## config.mk

```make
export PLATFORM = sky130hd
export DESIGN_NAME = mbox_ctrl
export DESIGN_NICKNAME = d
export VERILOG_FILES = /design/src/rtl/mbox_pkg.sv /design/src/rtl/mbox_channel.sv /design/src/rtl/mbox_irq.sv /design/src/rtl/mbox_ctrl.sv
export SDC_FILE = /design/constraint.sdc
export NUM_CORES = 1
export LEC_CHECK = 0
export BUFFER_PORTS_ARGS = -buffer_cell sky130_fd_sc_hd__buf_2
export CORE_UTILIZATION = 57
export DETAILED_ROUTE_END_ITERATION = 8
export PLACE_DENSITY = 0.76
export SLEW_MARGIN = 0
export SYNTH_ARGS = -nofsm -noshare
export SYNTH_HDL_FRONTEND = slang
export SYNTH_HIERARCHICAL = 1
export SYNTH_SLANG_ARGS = --single-unit
```

## constraint.sdc

```tcl
create_clock -name clk -period 4.8 [get_ports clk]
set_clock_uncertainty 0.2 [all_clocks]
set_input_delay 0.72 -clock clk [delete_from_list [all_inputs] [get_ports clk]]
set_output_delay 0.72 -clock clk [all_outputs]
set_load 0.1 [all_outputs]
```

## src/rtl/mbox_pkg.sv

```systemverilog
package mbox_pkg;
  typedef enum logic [1:0] {
    CH_IDLE  = 2'd0,
    CH_CLAIM = 2'd1,
    CH_SENT  = 2'd2,
    CH_ACK   = 2'd3
  } ch_state_t;

  // word offsets inside a 64-byte mailbox window (byte offset / 4)
  localparam logic [3:0] W_OWNER  = 4'd0;
  localparam logic [3:0] W_TARGET = 4'd1;
  localparam logic [3:0] W_DONE   = 4'd2;
  localparam logic [3:0] W_TSTAT  = 4'd3;
  localparam logic [3:0] W_MODE   = 4'd4;
  localparam logic [3:0] W_MASK   = 4'd5;
  localparam logic [3:0] W_DONE2  = 4'd6;
  localparam logic [3:0] W_FIRE   = 4'd7;

  localparam int MODE_AUTO_BIT  = 0;
  localparam int MODE_IDLE_BIT  = 4;
  localparam int MODE_CLAIM_BIT = 5;
  localparam int MODE_SENT_BIT  = 6;
  localparam int MODE_ACK_BIT   = 7;

  localparam logic [11:0] GATE_ADDR  = 12'hA00;
  localparam logic [31:0] UNLOCK_KEY = 32'h1ACC_E551;
endpackage

```

## src/rtl/mbox_channel.sv

```systemverilog
module mbox_channel
  import mbox_pkg::*;
#(
  parameter int N_CORE = 5,
  parameter int N_DATA = 8,
  parameter int DW     = 32
) (
  input  logic              clk,
  input  logic              rst,
  input  logic              wr_i,
  input  logic [3:0]        woff_i,
  input  logic [DW-1:0]     wdata_i,
  input  logic [3:0]        rd_woff_i,
  output logic [DW-1:0]     rd_word_o,
  output ch_state_t         state_o,
  output logic [N_CORE-1:0] raw_o,
  output logic [N_CORE-1:0] mask_o
);
  localparam int DIW = (N_DATA > 1) ? $clog2(N_DATA) : 1;

  ch_state_t         state_q;
  logic [N_CORE-1:0] owner_q, target_q, mask_q;
  logic              auto_q;
  logic [DW-1:0]     data_q [N_DATA];

  logic [N_CORE-1:0] wcores;
  logic              is_done;
  assign wcores  = wdata_i[N_CORE-1:0];
  assign is_done = (woff_i == W_DONE) || (woff_i == W_DONE2);

  always_ff @(posedge clk) begin
    if (rst) begin
      state_q  <= CH_IDLE;
      owner_q  <= '0;
      target_q <= '0;
      mask_q   <= '0;
      auto_q   <= 1'b0;
    end else if (wr_i) begin
      if (woff_i == W_OWNER) begin
        if (state_q == CH_IDLE && |wcores) begin
          owner_q <= wcores;
          state_q <= CH_CLAIM;
        end else if (state_q == CH_ACK && wcores == owner_q) begin
          owner_q  <= '0;
          target_q <= '0;
          state_q  <= CH_IDLE;
        end
      end else if (is_done) begin
        if (state_q == CH_SENT) begin
          if (auto_q) begin
            owner_q  <= '0;
            target_q <= '0;
            state_q  <= CH_IDLE;
          end else begin
            state_q <= CH_ACK;
          end
        end
      end else if (state_q == CH_CLAIM) begin
        case (woff_i)
          W_TARGET: target_q <= wcores;
          W_MASK:   mask_q   <= wcores;
          W_MODE:   auto_q   <= wdata_i[MODE_AUTO_BIT];
          W_FIRE:   if (wcores == owner_q) state_q <= CH_SENT;
          default:  ;
        endcase
      end
    end
  end

  // payload storage, no reset so it maps onto distributed or block RAM
  always_ff @(posedge clk) begin
    if (wr_i && state_q == CH_CLAIM && woff_i[3] &&
        ({1'b0, woff_i[2:0]} < 4'(N_DATA)))
      data_q[woff_i[DIW-1:0]] <= wdata_i;
  end

  always_comb begin
    rd_word_o = '0;
    case (rd_woff_i)
      W_OWNER:  rd_word_o = DW'(owner_q);
      W_TARGET: rd_word_o = DW'(target_q);
      W_TSTAT:  rd_word_o = (state_q == CH_SENT) ? DW'(target_q) : '0;
      W_MASK:   rd_word_o = DW'(mask_q);
      W_MODE: begin
        rd_word_o[MODE_AUTO_BIT]  = auto_q;
        rd_word_o[MODE_IDLE_BIT]  = (state_q == CH_IDLE);
        rd_word_o[MODE_CLAIM_BIT] = (state_q == CH_CLAIM);
        rd_word_o[MODE_SENT_BIT]  = (state_q == CH_SENT);
        rd_word_o[MODE_ACK_BIT]   = (state_q == CH_ACK);
      end
      default:
        if (rd_woff_i[3] && ({1'b0, rd_woff_i[2:0]} < 4'(N_DATA)))
          rd_word_o = data_q[rd_woff_i[DIW-1:0]];
    endcase
  end

  assign state_o = state_q;
  assign mask_o  = mask_q;
  assign raw_o   = (state_q == CH_SENT) ? target_q :
                   (state_q == CH_ACK)  ? owner_q  : '0;


  owner_hold_chk: assert property (@(posedge clk) disable iff (rst)
    (wr_i && woff_i == W_OWNER && (state_q == CH_CLAIM || state_q == CH_SENT))
      |=> $stable(owner_q));


  order_chk: assert property (@(posedge clk) disable iff (rst)
    (state_q == CH_IDLE) |=> (state_q == CH_IDLE || state_q == CH_CLAIM));


  auto_done_chk: assert property (@(posedge clk) disable iff (rst)
    (wr_i && is_done && state_q == CH_SENT && auto_q) |=> (state_q == CH_IDLE));


  manual_done_chk: assert property (@(posedge clk) disable iff (rst)
    (wr_i && is_done && state_q == CH_SENT && !auto_q) |=> (state_q == CH_ACK));
endmodule

```

## src/rtl/mbox_irq.sv

```systemverilog
module mbox_irq #(
  parameter int N_BOX  = 4,
  parameter int N_CORE = 5
) (
  input  logic                          clk,
  input  logic                          rst,
  input  logic [N_BOX-1:0][N_CORE-1:0]  raw_i,
  input  logic [N_BOX-1:0][N_CORE-1:0]  mask_i,
  output logic [N_CORE-1:0][N_BOX-1:0]  raw_stat_o,
  output logic [N_CORE-1:0][N_BOX-1:0]  msk_stat_o,
  output logic [N_CORE-1:0]             irq_o
);
  for (genvar c = 0; c < N_CORE; c++) begin : g_core
    for (genvar b = 0; b < N_BOX; b++) begin : g_box
      assign raw_stat_o[c][b] = raw_i[b][c];
      assign msk_stat_o[c][b] = raw_i[b][c] & ~mask_i[b][c];
    end

    always_ff @(posedge clk) begin
      if (rst) irq_o[c] <= 1'b0;
      else     irq_o[c] <= |msk_stat_o[c];
    end


    irq_cause_chk: assert property (@(posedge clk) disable iff (rst)
      irq_o[c] |-> $past(|raw_stat_o[c]));
  end
endmodule

```

## src/rtl/mbox_ctrl.sv

```systemverilog
module mbox_ctrl
  import mbox_pkg::*;
#(
  parameter int N_BOX  = 4,
  parameter int N_CORE = 5,
  parameter int N_DATA = 8,
  parameter int DW     = 32
) (
  input  logic              clk,
  input  logic              rst,
  input  logic              wr_en,
  input  logic              rd_en,
  input  logic [11:0]       addr,
  input  logic [DW-1:0]     wdata,
  output logic [DW-1:0]     rdata,
  output logic [N_CORE-1:0] irq_o
);
  localparam int BIW = (N_BOX > 1) ? $clog2(N_BOX) : 1;
  localparam int CIW = (N_CORE > 1) ? $clog2(N_CORE) : 1;

  logic gated_q;
  logic [DW-1:0] rdata_q, rdata_d;

  logic [4:0] box_sel, core_sel;
  logic       box_hit, stat_hit, is_gate, wr_ok;
  assign box_sel  = addr[10:6];
  assign core_sel = addr[7:3];
  assign is_gate  = (addr == GATE_ADDR);
  assign box_hit  = !addr[11] && (box_sel < 5'(N_BOX));
  assign stat_hit = (addr[11:8] == 4'h8) && (core_sel < 5'(N_CORE));
  assign wr_ok    = wr_en && !gated_q && !is_gate;

  logic unused_addr_bits;
  assign unused_addr_bits = ^addr[1:0];

  logic [DW-1:0]                      box_rd [N_BOX];
  logic [N_BOX-1:0][N_CORE-1:0]       box_raw, box_mask;
  logic [2*N_BOX-1:0]                 st_flat;
  logic [N_CORE-1:0][N_BOX-1:0]       raw_stat, msk_stat;

  for (genvar b = 0; b < N_BOX; b++) begin : g_box
    ch_state_t st_b;
    mbox_channel #(.N_CORE(N_CORE), .N_DATA(N_DATA), .DW(DW)) u_ch (
      .clk       (clk),
      .rst       (rst),
      .wr_i      (wr_ok && !addr[11] && box_sel == 5'(b)),
      .woff_i    (addr[5:2]),
      .wdata_i   (wdata),
      .rd_woff_i (addr[5:2]),
      .rd_word_o (box_rd[b]),
      .state_o   (st_b),
      .raw_o     (box_raw[b]),
      .mask_o    (box_mask[b])
    );
    assign st_flat[2*b +: 2] = st_b;
  end

  mbox_irq #(.N_BOX(N_BOX), .N_CORE(N_CORE)) u_irq (
    .clk        (clk),
    .rst        (rst),
    .raw_i      (box_raw),
    .mask_i     (box_mask),
    .raw_stat_o (raw_stat),
    .msk_stat_o (msk_stat),
    .irq_o      (irq_o)
  );

  always_ff @(posedge clk) begin
    if (rst)                  gated_q <= 1'b1;
    else if (wr_en && is_gate) gated_q <= (wdata != UNLOCK_KEY);
  end

  always_comb begin
    rdata_d = '0;
    if (is_gate)
      rdata_d = DW'(gated_q);
    else if (box_hit)
      rdata_d = box_rd[box_sel[BIW-1:0]];
    else if (stat_hit)
      rdata_d = addr[2] ? DW'(raw_stat[core_sel[CIW-1:0]])
                        : DW'(msk_stat[core_sel[CIW-1:0]]);
  end

  always_ff @(posedge clk) begin
    if (rst)        rdata_q <= '0;
    else if (rd_en) rdata_q <= rdata_d;
  end
  assign rdata = rdata_q;


  gate_block_chk: assert property (@(posedge clk) disable iff (rst)
    (gated_q && wr_en && !is_gate) |=> $stable(st_flat));


  rdata_hold_chk: assert property (@(posedge clk) disable iff (rst)
    !rd_en |=> $stable(rdata));
endmodule

```

; Word-level counts from Yosys, hierarchy flattened
; Memory sizes are Yosys's and may differ from the RTL's.
; Index checks and enable logic that the tools add are counted.
[classes]
n_lt_le_gt_ge = 4
eq_ne = 49
muxes = 128
bitwise_logic = 43
n_reduce_logical = 82
[ops]
columns = op, n
row1 = 2-to-1 mux 5 bit, 53
row2 = 2-to-1 mux 32 bit, 8
row3 = case mux 24 bit (2 select lines), 4
row4 = case mux 4 bit (5 select lines), 4
row5 = 2-to-1 mux 2 bit, 36
row6 = binary-select mux 32 bit (select 2 bit), 1
row7 = case mux 3 bit (5 select lines), 4
row8 = AND reduction 5 bit, 12
row9 = inequality test 32 x 29 -> 1 bit (second input constant), 1
row10 = nonzero test 3 bit, 10
row11 = AND reduction 7 bit, 4
row12 = logical AND 1 bit, 26
row13 = binary-select mux 4 bit (select 3 bit), 2
row14 = AND reduction 6 bit, 4
row15 = OR reduction 4 bit, 6
row16 = inverter 1 bit, 22
row17 = inequality test 3 x 2 -> 1 bit (second input constant), 7
row18 = bitwise AND 1 bit, 20
row19 = == test 5 bit, 4
row20 = case mux 1 bit (5 select lines), 4
row21 = nonzero test 2 bit, 9
row22 = == test 2 bit (second input constant), 8
row23 = == test 4 x 3 -> 1 bit (second input constant), 4
row24 = 2-to-1 mux 4 bit, 4
row25 = other kinds (22), 49
[word_totals]
regBits = 110
ramBits = 1024
input_bits = 48
output_inout_bits = 37
wordCells = 337
n_memories = 4
[memory_table]
columns = name, depth, width, rd, rd_ports_with_merged_regs, write_ports, line_no
row1 = g_box[0].u_ch.data_q, 8, 32, 1, 0, 1, mbox_channel.sv:24  ; logic [DW-1:0] data_q [N_DATA];
row2 = g_box[1].u_ch.data_q, 8, 32, 1, 0, 1, mbox_channel.sv:24
row3 = g_box[2].u_ch.data_q, 8, 32, 1, 0, 1, mbox_channel.sv:24
row4 = g_box[3].u_ch.data_q, 8, 32, 1, 0, 1, mbox_channel.sv:24

; Logic depth before layout (Yosys ltp)
; Gate-level depths: netlist of the first run.
[depth]
word_depth = 10
depth_mapped = 10
depth_no_buf = 8

; By module
; Netlist of the first run, hierarchy kept.
[modules_own_cells]
columns = mod, instances, cells_each, area_per_inst_um2, seq_area_each_um2
row1 = mbox_channel at g_box[0].u_ch ..., 2, 568, 11074.4, 8047.7
row2 = mbox_channel at g_box[2].u_ch, 1, 572, 11060.6, 8047.7
row3 = mbox_channel at g_box[3].u_ch, 1, 574, 11040.6, 8047.7
row4 = mbox_ctrl, 1, 259, 2581.2, 660.6
row5 = mbox_irq, 1, 51, 510.5, 100.1

; Worst setup path after synthesis of the first run
; OpenSTA, ideal clock, no wires.
[synth_timing]
path_type = input-to-reg
startpoint = input addr[10]
endpoint = memory g_box[3].u_ch.data_q[1][0], enable pin
setup_time_ns = 0.461
arrival_ns = 4.298
t_required_ns = 4.139
setup_slack_ns = -0.159
path_stages = 5
path_buffers = 0
cell_sequence = nor4_1 -> nand3b_1 -> nor3_1 -> nand4_1 -> nor3_1
[synth_via]
elab_chain_cells = 9
elab_cells_between_ends = 10
classes_between = eq/ne: 2 / mux: 2 / reduce/logical: 6
[synth_lines]
columns = element, line_no
row1 = "start, declared", mbox_ctrl.sv:13  ; input logic [11:0] addr,
row2 = == test 12 bit, mbox_ctrl.sv:28  ; assign is_gate = (addr == GATE_ADDR);
row3 = zero test 1 bit, mbox_ctrl.sv:31  ; assign wr_ok = wr_en && !gated_q && !is_gate;
row4 = logical AND 1 bit, mbox_ctrl.sv:31
row5 = logical AND 1 bit, mbox_ctrl.sv:46  ; .wr_i (wr_ok && !addr[11] && box_sel == 5'(b)),
row6 = logical AND 1 bit (*), mbox_ctrl.sv:46
row7 = logical AND 1 bit (*) (2 in a row), mbox_channel.sv:72  ; if (wr_i && state_q == CH_CLAIM && woff_i[3] &&
row8 = 2-to-1 mux 1 bit (*), mbox_channel.sv:72
row9 = 2-to-1 mux 1 bit (not written as such) (*), mbox_channel.sv:74  ; data_q[woff_i[DIW-1:0]] <= wdata_i;
row10 = "end, declared", mbox_channel.sv:24
; Every way passes the cells marked *; elsewhere a longest branch is shown, timed or not.

==> impl_results.md, run 1 <==
* Vias at 25800
* Die width at 290 µm
* Commonest cells after routing, fill and taps aside: 1024 x edfxtp_1, 290 x mux4_2, 186 x mux2i_1
* Worst setup SP type: primary input
* Least-Margin Pin Slew at 1.08 ns
* Syn-to-layout area delta at 12.1%
* Worst path slowest cell: a221oi_1
* Final WS setup at 1.35 ns
* Ys Warns at 6
* CTS sink cnt at 1134
* Clock-pin transition on the worst setup and hold timing paths at 0.06 ns
* Routed wl met2 at 57000 µm
* Core Area at 82100 µm²
* CP bufs+invs at 1
* Post-synth top flop: edfxtp_1
* Seq/Total Area, Yosys at 69.6%
* PostCTS Resize Cnt at 0
* Initial antenna violation count at 3
* Leakage at 17.2 nW
* Most used cell, CP: nor2_1
* First-pass GRT wire length at 174000 µm
* Synth cell types at 75
* Routed met1 length at 45700 µm
* Largest family of logic cells by synthesized area: multiplexers
* Final setup viols at 0
* Postcts setup bufs at 0
* CTS Buffer Depth at 3
* CP cell instances: buf_8 > nor2_1 > a22oi_1 > nor3_1 > a221oi_1 > nand2_1 > mux4_2 > a21oi_1 > nor2_1
* Worst setup EP type: register
* Critical Path Max Stage Delay at 0.79 ns
* Crit path max-delay family: compound AO/OA/AOI/OAI gates
* Final Slew Violations at 0
* IO Pins at 85
* Max Cap Viol at 0
* Placed Area at 49600 µm²
* Run status: complete, no violations
* Final WL at 118000 µm
* Average cell area after synthesis at 18.3 µm²
* Mux cell area share after synthesis at 18.5%
* Clock Tree Root: clkbuf_16
* Pre-CTS setup slack at 0.782 ns
* Post-route ant nets at 0
* Post-Synth XOR/XNOR Area at 0.370%
* Share of layout cells above drive strength 1 at 26.3%
* Total track usage at 28.2%
* DRC Markers at 0
* Unrepaired setup endpoints after global routing: false
* Max Used Layer: met5
* Max rail drop VDD at 349 µV
* Via density at 6.63
* Most common cell after layout, fill and taps aside: edfxtp_1
* Hpwl dp at 68400 µm
* Cell Area, Synth at 47300 µm²
* Mapped Nets at 2640
* Post-synthesis simple-gate area fraction at 6.86%
* Number of global-route vias before repair at 26300
* PortBufs at 84
* Seq cells post-synth at 1134
* Finished Cell Area at 53100 µm²
* Compound-Gate Fraction of Synth Area at 2.68%
* Starting density of the core at 57.7%
* CTS tree: yes
* Wire per inst at 30.3 µm
* GRT Residual Overflow at 0
* PD cells at 381 nW/µm²
* Number of synthesized flops with an enable pin at 1024
* Adder-Cell Fraction of Synth Area at 0%
* Highest clock rate at 290 MHz
* Total die area at 84200 µm²
* WP data arrival at 3.77 ns
* DIE HEIGHT at 290 µm
* # fillers at 5374
* Synth async-reset ratio at 0%
* Worst setup path class: primary input to register
* Final GP Congestion at 0.902
* Row cnt at 105
* Drt first pass iters at 7
* Min-Delay Path Class: primary input to register
* Hold Buf Count CTS at 0
* CP max FO at 98
* Slew Limit Headroom at 27.2%
* Post-Route Setup TNS at 0 ns
* Layout net count at 2772
* CTS buffer count at 110
* Clk_lat worst skew at 0.69 ns
* Required time worst endpoint at 5.13 ns
* Fin crit period at 3.45 ns
* H-tree depth at 3
* Period utilisation layout at 71.8%
* Met3 WL at 10700 µm
* DRT iter0 DRCs at 3115
* Largest net degree at the start of global routing at 111
* Post-Syn Instances at 2592
* Final hold viol count at 0
==> through the flow <==
step                util (%)  std cells  total power, mW  hold WS [ns]
floorplan                  -       2592             11.6         0.250
global placement        60.3       3682             12.0         0.273
detailed placement      60.3       3682             12.0         0.289
CTS                     64.6       3887             20.3         0.204
global route            64.6       3887             20.8         0.253
finish                  64.6       3888             20.2         0.235
==> synthesized netlist by cell type, types with 5 or more instances <==
cell / instances / area share [%]
o311ai_1: 6 / 0.11
a22oi_1: 22 / 0.35
and2_1: 9 / 0.12
and3_1: 18 / 0.24
nand2b_1: 25 / 0.33
buf_4: 26 / 0.41
xnor2_1: 10 / 0.18
a21oi_1: 51 / 0.54
nor4bb_1: 5 / 0.11
nor2b_1: 165 / 2.2
mux2i_1: 186 / 3.9
buf_6: 8 / 0.19
nand3b_1: 7 / 0.11
mux2_2: 34 / 0.81
nor2b_4: 10 / 0.29
dfxtp_1: 110 / 4.7
a22o_1: 6 / 0.11
nand4_1: 10 / 0.13
o41a_1: 5 / 0.12
o21ai_0: 5 / 0.053
clkbuf_1: 79 / 0.63
nor2_1: 130 / 1.0
buf_1: 11 / 0.087
nand3_1: 18 / 0.19
xor2_1: 10 / 0.18
inv_1: 23 / 0.18
mux4_2: 290 / 14
nor4b_1: 7 / 0.13
o311ai_0: 9 / 0.17
a32o_1: 6 / 0.13
nand2_1: 101 / 0.80
a221oi_1: 13 / 0.24
edfxtp_1: 1024 / 65
buf_2: 36 / 0.38
a31oi_1: 9 / 0.12
nor3_1: 23 / 0.24
==> where the power goes <==
| part | internal (mW) | switching [mW] | total (mW) |
|---|---|---|---|
| combinational | 0.403 | 0.645 | 1.05 |
| clock | 4.81 | 3.64 | 8.45 |
| sequential | 10.7 | 0.00192 | 10.8 |
==> sequential cells by signal, indices dropped and copies added, names as in the netlist <==
signal               count
u_irq/irq_o              5
gated_q                  1
g_box.u_ch/auto_q        4
rdata                   32
g_box.u_ch/mask_o       20
g_box.u_ch/owner_q      20
g_box.u_ch/state_o       8
g_box.u_ch/target_q     20
g_box.u_ch/data_q     1024
==> logic make-up after synthesis <==
kind of cell              count (synthesis)
and+or+nand+nor                         575
buffers and inverters                   186
DFF                                    1134
xor gates and xnor gates                 20
muxes                                   510
AOI/OAI and AO/OA                       167
==> area by class of cell <==
type	instances	area (µm²)	share of cell area, %
flip-flops and latches	1134	33000	62.1
multi-input cells	1272	13700	25.9
clock buffers	152	3000	5.66
repair buffers	183	1450	2.74
well taps	1070	1340	2.52
clock inverters	53	515	0.971
inverters	23	86.3	0.163
diodes	1	2.50	0.00471
==> final timing paths <==
check | start | endpoint | cells after the start | slack [ns]
worst max-delay path | addr[4] | rdata[4] | 9 | 1.35
worst min-delay path | addr[11] | rdata[0] | 3 | 0.24
worst max register to register | g_box[0].u_ch/state_o[0] | rdata[4] | 7 | 1.48
worst min register to register | g_box[0].u_ch/target_q[4] | g_box[0].u_ch/target_q[4] | 2 | 0.30
==> metal layers <==
metal / global-route usage (%) / vias to the layer above
met1: 39.6 / 13400
met4: 10.8 / 2
met3: 4.61 / 252
met5: 0 / -
met2: 45.0 / 1459
li1: - / 10600
==> worst min-delay path, delay by kind of cell <==
kind,cells,cell delay (ns)
AO/OA/AOI/OAI,1,0.11
buffers and inverters,1,0.12
AND/OR/NAND/NOR,1,0.11
(Power assumes the default switching activity.)
==> run 2, diff against run 1 <==
==> constraint.sdc (replaced) <==
create_clock -name clk -period 2.8 [get_ports clk]
set_clock_uncertainty 0.2 [all_clocks]
set_input_delay 0.42 -clock clk [delete_from_list [all_inputs] [get_ports clk]]
set_output_delay 0.42 -clock clk [all_outputs]
set_load 0.1 [all_outputs]
==> impl_results.md, run 2 (synthesis results as in run 1) <==
* Postcts setup bufs at 0 (unchanged)
* Clk_lat worst skew at 0.71 ns (+0.02 ns)
* Final Slew Violations at 0 (unchanged)
* Clock Tree Root: clkbuf_16
* Number of global-route vias before repair at 27700 (+5.5%)
* Total die area at 84200 µm² (unchanged)
* Least-Margin Pin Slew at 1.30 ns (+0.216 ns)
* Post-route ant nets at 0 (unchanged)
* Highest clock rate at 369 MHz
* Vias at 27100 (+5.3%)
* CTS tree: yes
* Placed cells at 3884 (+5.5%)
* Wire per inst at 31.5 µm (+4.0%)
* Commonest cells after routing, fill and taps aside: 1024 x edfxtp_1, 290 x mux4_2, 196 x buf_4
* DRC Markers at 0 (unchanged)
* Required time worst endpoint at 2.94 ns (-2.19 ns)
* Finished Cell Area at 56100 µm² (+5.7%)
* Final WS setup at 0.0919 ns (-1.26 ns)
* PD cells at 642 nW/µm² (+68%)
* Core Area at 82100 µm² (unchanged)
* Leakage at 18.7 nW (+8.7%)
* Unrepaired setup endpoints after global routing: false
* Slew Limit Headroom at 12.3% (-15 points)
* Run status: complete, no violations
* IO Pins at 85 (unchanged)
* Drt first pass iters at 6 (-1)
* Via density at 6.63 (-0.10%)
* Min-Delay Path Class: primary input to register
* Worst setup EP type: register
* H-tree depth at 3 (unchanged)
* Max Cap Viol at 0 (unchanged)
* PortBufs at 84 (unchanged)
* Worst setup SP type: primary input
* WP data arrival at 2.84 ns (-0.93 ns)
* Final GP Congestion at 0.939 (+4.1%)
* Largest net degree at the start of global routing at 73 (-34%)
* Most common cell after layout, fill and taps aside: edfxtp_1
* Post-Route Setup TNS at 0 ns (unchanged)
* CTS Buffer Depth at 3 (unchanged)
* CP max FO at 9 (-91%)
* DIE HEIGHT at 290 µm (unchanged)
* Final hold viol count at 0 (unchanged)
* Max rail drop VDD at 707 µV (+100%)
* Pre-CTS setup slack at -0.309 ns (-1.09 ns)
* Layout net count at 2980 (+7.5%)
* Initial antenna violation count at 5 (+2)
* Final Core Density at 68.3% (+3.7 points)
* DRT iter0 DRCs at 3312 (+6.3%)
* First-pass GRT wire length at 188000 µm (+8.1%)
* Finished Layout Cells at 4097 (+5.4%)
* Max FFs per register at 1024 (unchanged)
* Final WL at 129000 µm (+9.5%)
* CTS buffer count at 108 (-1.8%)
* Hpwl dp at 78700 µm (+15%)
* GRT Residual Overflow at 0 (unchanged)
* Row cnt at 105 (unchanged)
* Period utilisation layout at 96.7%
* Starting density of the core at 57.7% (unchanged)
* Placed Area at 52200 µm² (+5.3%)
* CTS sink cnt at 1134 (unchanged)
* Final setup viols at 0 (unchanged)
* Clock-pin transition on the worst setup and hold timing paths at 0.06 ns (about the same)
* Die width at 290 µm (unchanged)
* Worst setup path class: primary input to register
* Fin crit period at 2.71 ns
* Total track usage at 31.0% (+2.7 points)
* Syn-to-layout area delta at 18.5%
* Share of layout cells above drive strength 1 at 31.7% (+5.5 points)
==> run 2: cell types whose count changed in the layout (fill, tap and decap cells not counted), moves of 3 or more <==
cell	delta
clkinv_1	+4
dlygate4sd3_1	+8
clkbuf_1	-20
clkinv_4	+3
clkinvlp_4	+3
buf_4	+116
bufinv_16	+12
buf_12	+86
clkbuf_16	-4
==> run 2: worst max-delay path: stages <==
cell,delay [ns]
dlygate4sd3_1,0.53
buf_2,0.15
nor4_4,0.21
nand3b_1,0.14
buf_4,0.18
nor3_1,0.23
buf_4,0.20
nand4b_1,0.10
buf_4,0.20
nor2_4,0.20
buf_4,0.28
==> run 2: routing by layer <==
metal  global-route usage [%]  wire, µm  up-vias
li1                         -         -    11100
met5                        0         0        -
met2                     49.8     62300     1720
met3                     5.15     12600      323
met1                     42.3     48200    14100
met4                     13.7      5920        0
==> run 2: power breakdown <==
| group | switching (mW) | internal [mW] | leakage, nW |
|---|---|---|---|
| sequential | 0.00437 | 18.4 | 10.1 |
| combinational | 1.15 | 0.902 | 6.78 |
| clock | 6.38 | 9.13 | 1.84 |
==> run 2: path summary, 6_finish.rpt <==
path                            startpoint                           to  slack, ns  depth (start not counted)
setup reg to reg  g_box[3].u_ch/state_o[0]                     rdata[4]       0.19                          7
setup / recovery                  addr[11]   g_box[0].u_ch/data_q[0][1]       0.09                         11
hold / removal                   wdata[12]  g_box[2].u_ch/data_q[1][12]       0.05                          2
hold reg to reg    g_box[3].u_ch/mask_o[2]      g_box[3].u_ch/mask_o[2]       0.29                          2
==> run 2: area by class of cell <==
type                    instances  area (µm²)
diodes                          2        5.00
flip-flops and latches       1134       33000
multi-input cells            1272       13800
clock buffers                 129        2840
well taps                    1070        1340
clock inverters                74         971
inverters                      23        86.3
repair buffers                393        4130
fillers                      5037       26000
==> run 2: stage by stage <==
stage,hold WS [ns],power [mW]
after CTS,0.0112,36.1
after detailed placement,0.281,20.8
after global routing,0.0206,36.8
after floorplan,0.250,19.9
after global placement,0.276,20.7
final,0.0490,36.0
==> run 2: what timing repair did <==
item                       in CTS  in global routing
setup endpoints to repair       0                  1
hold endpoints to repair       31                  0
gates resized for setup         0                  1
hold buffers                    8                  0
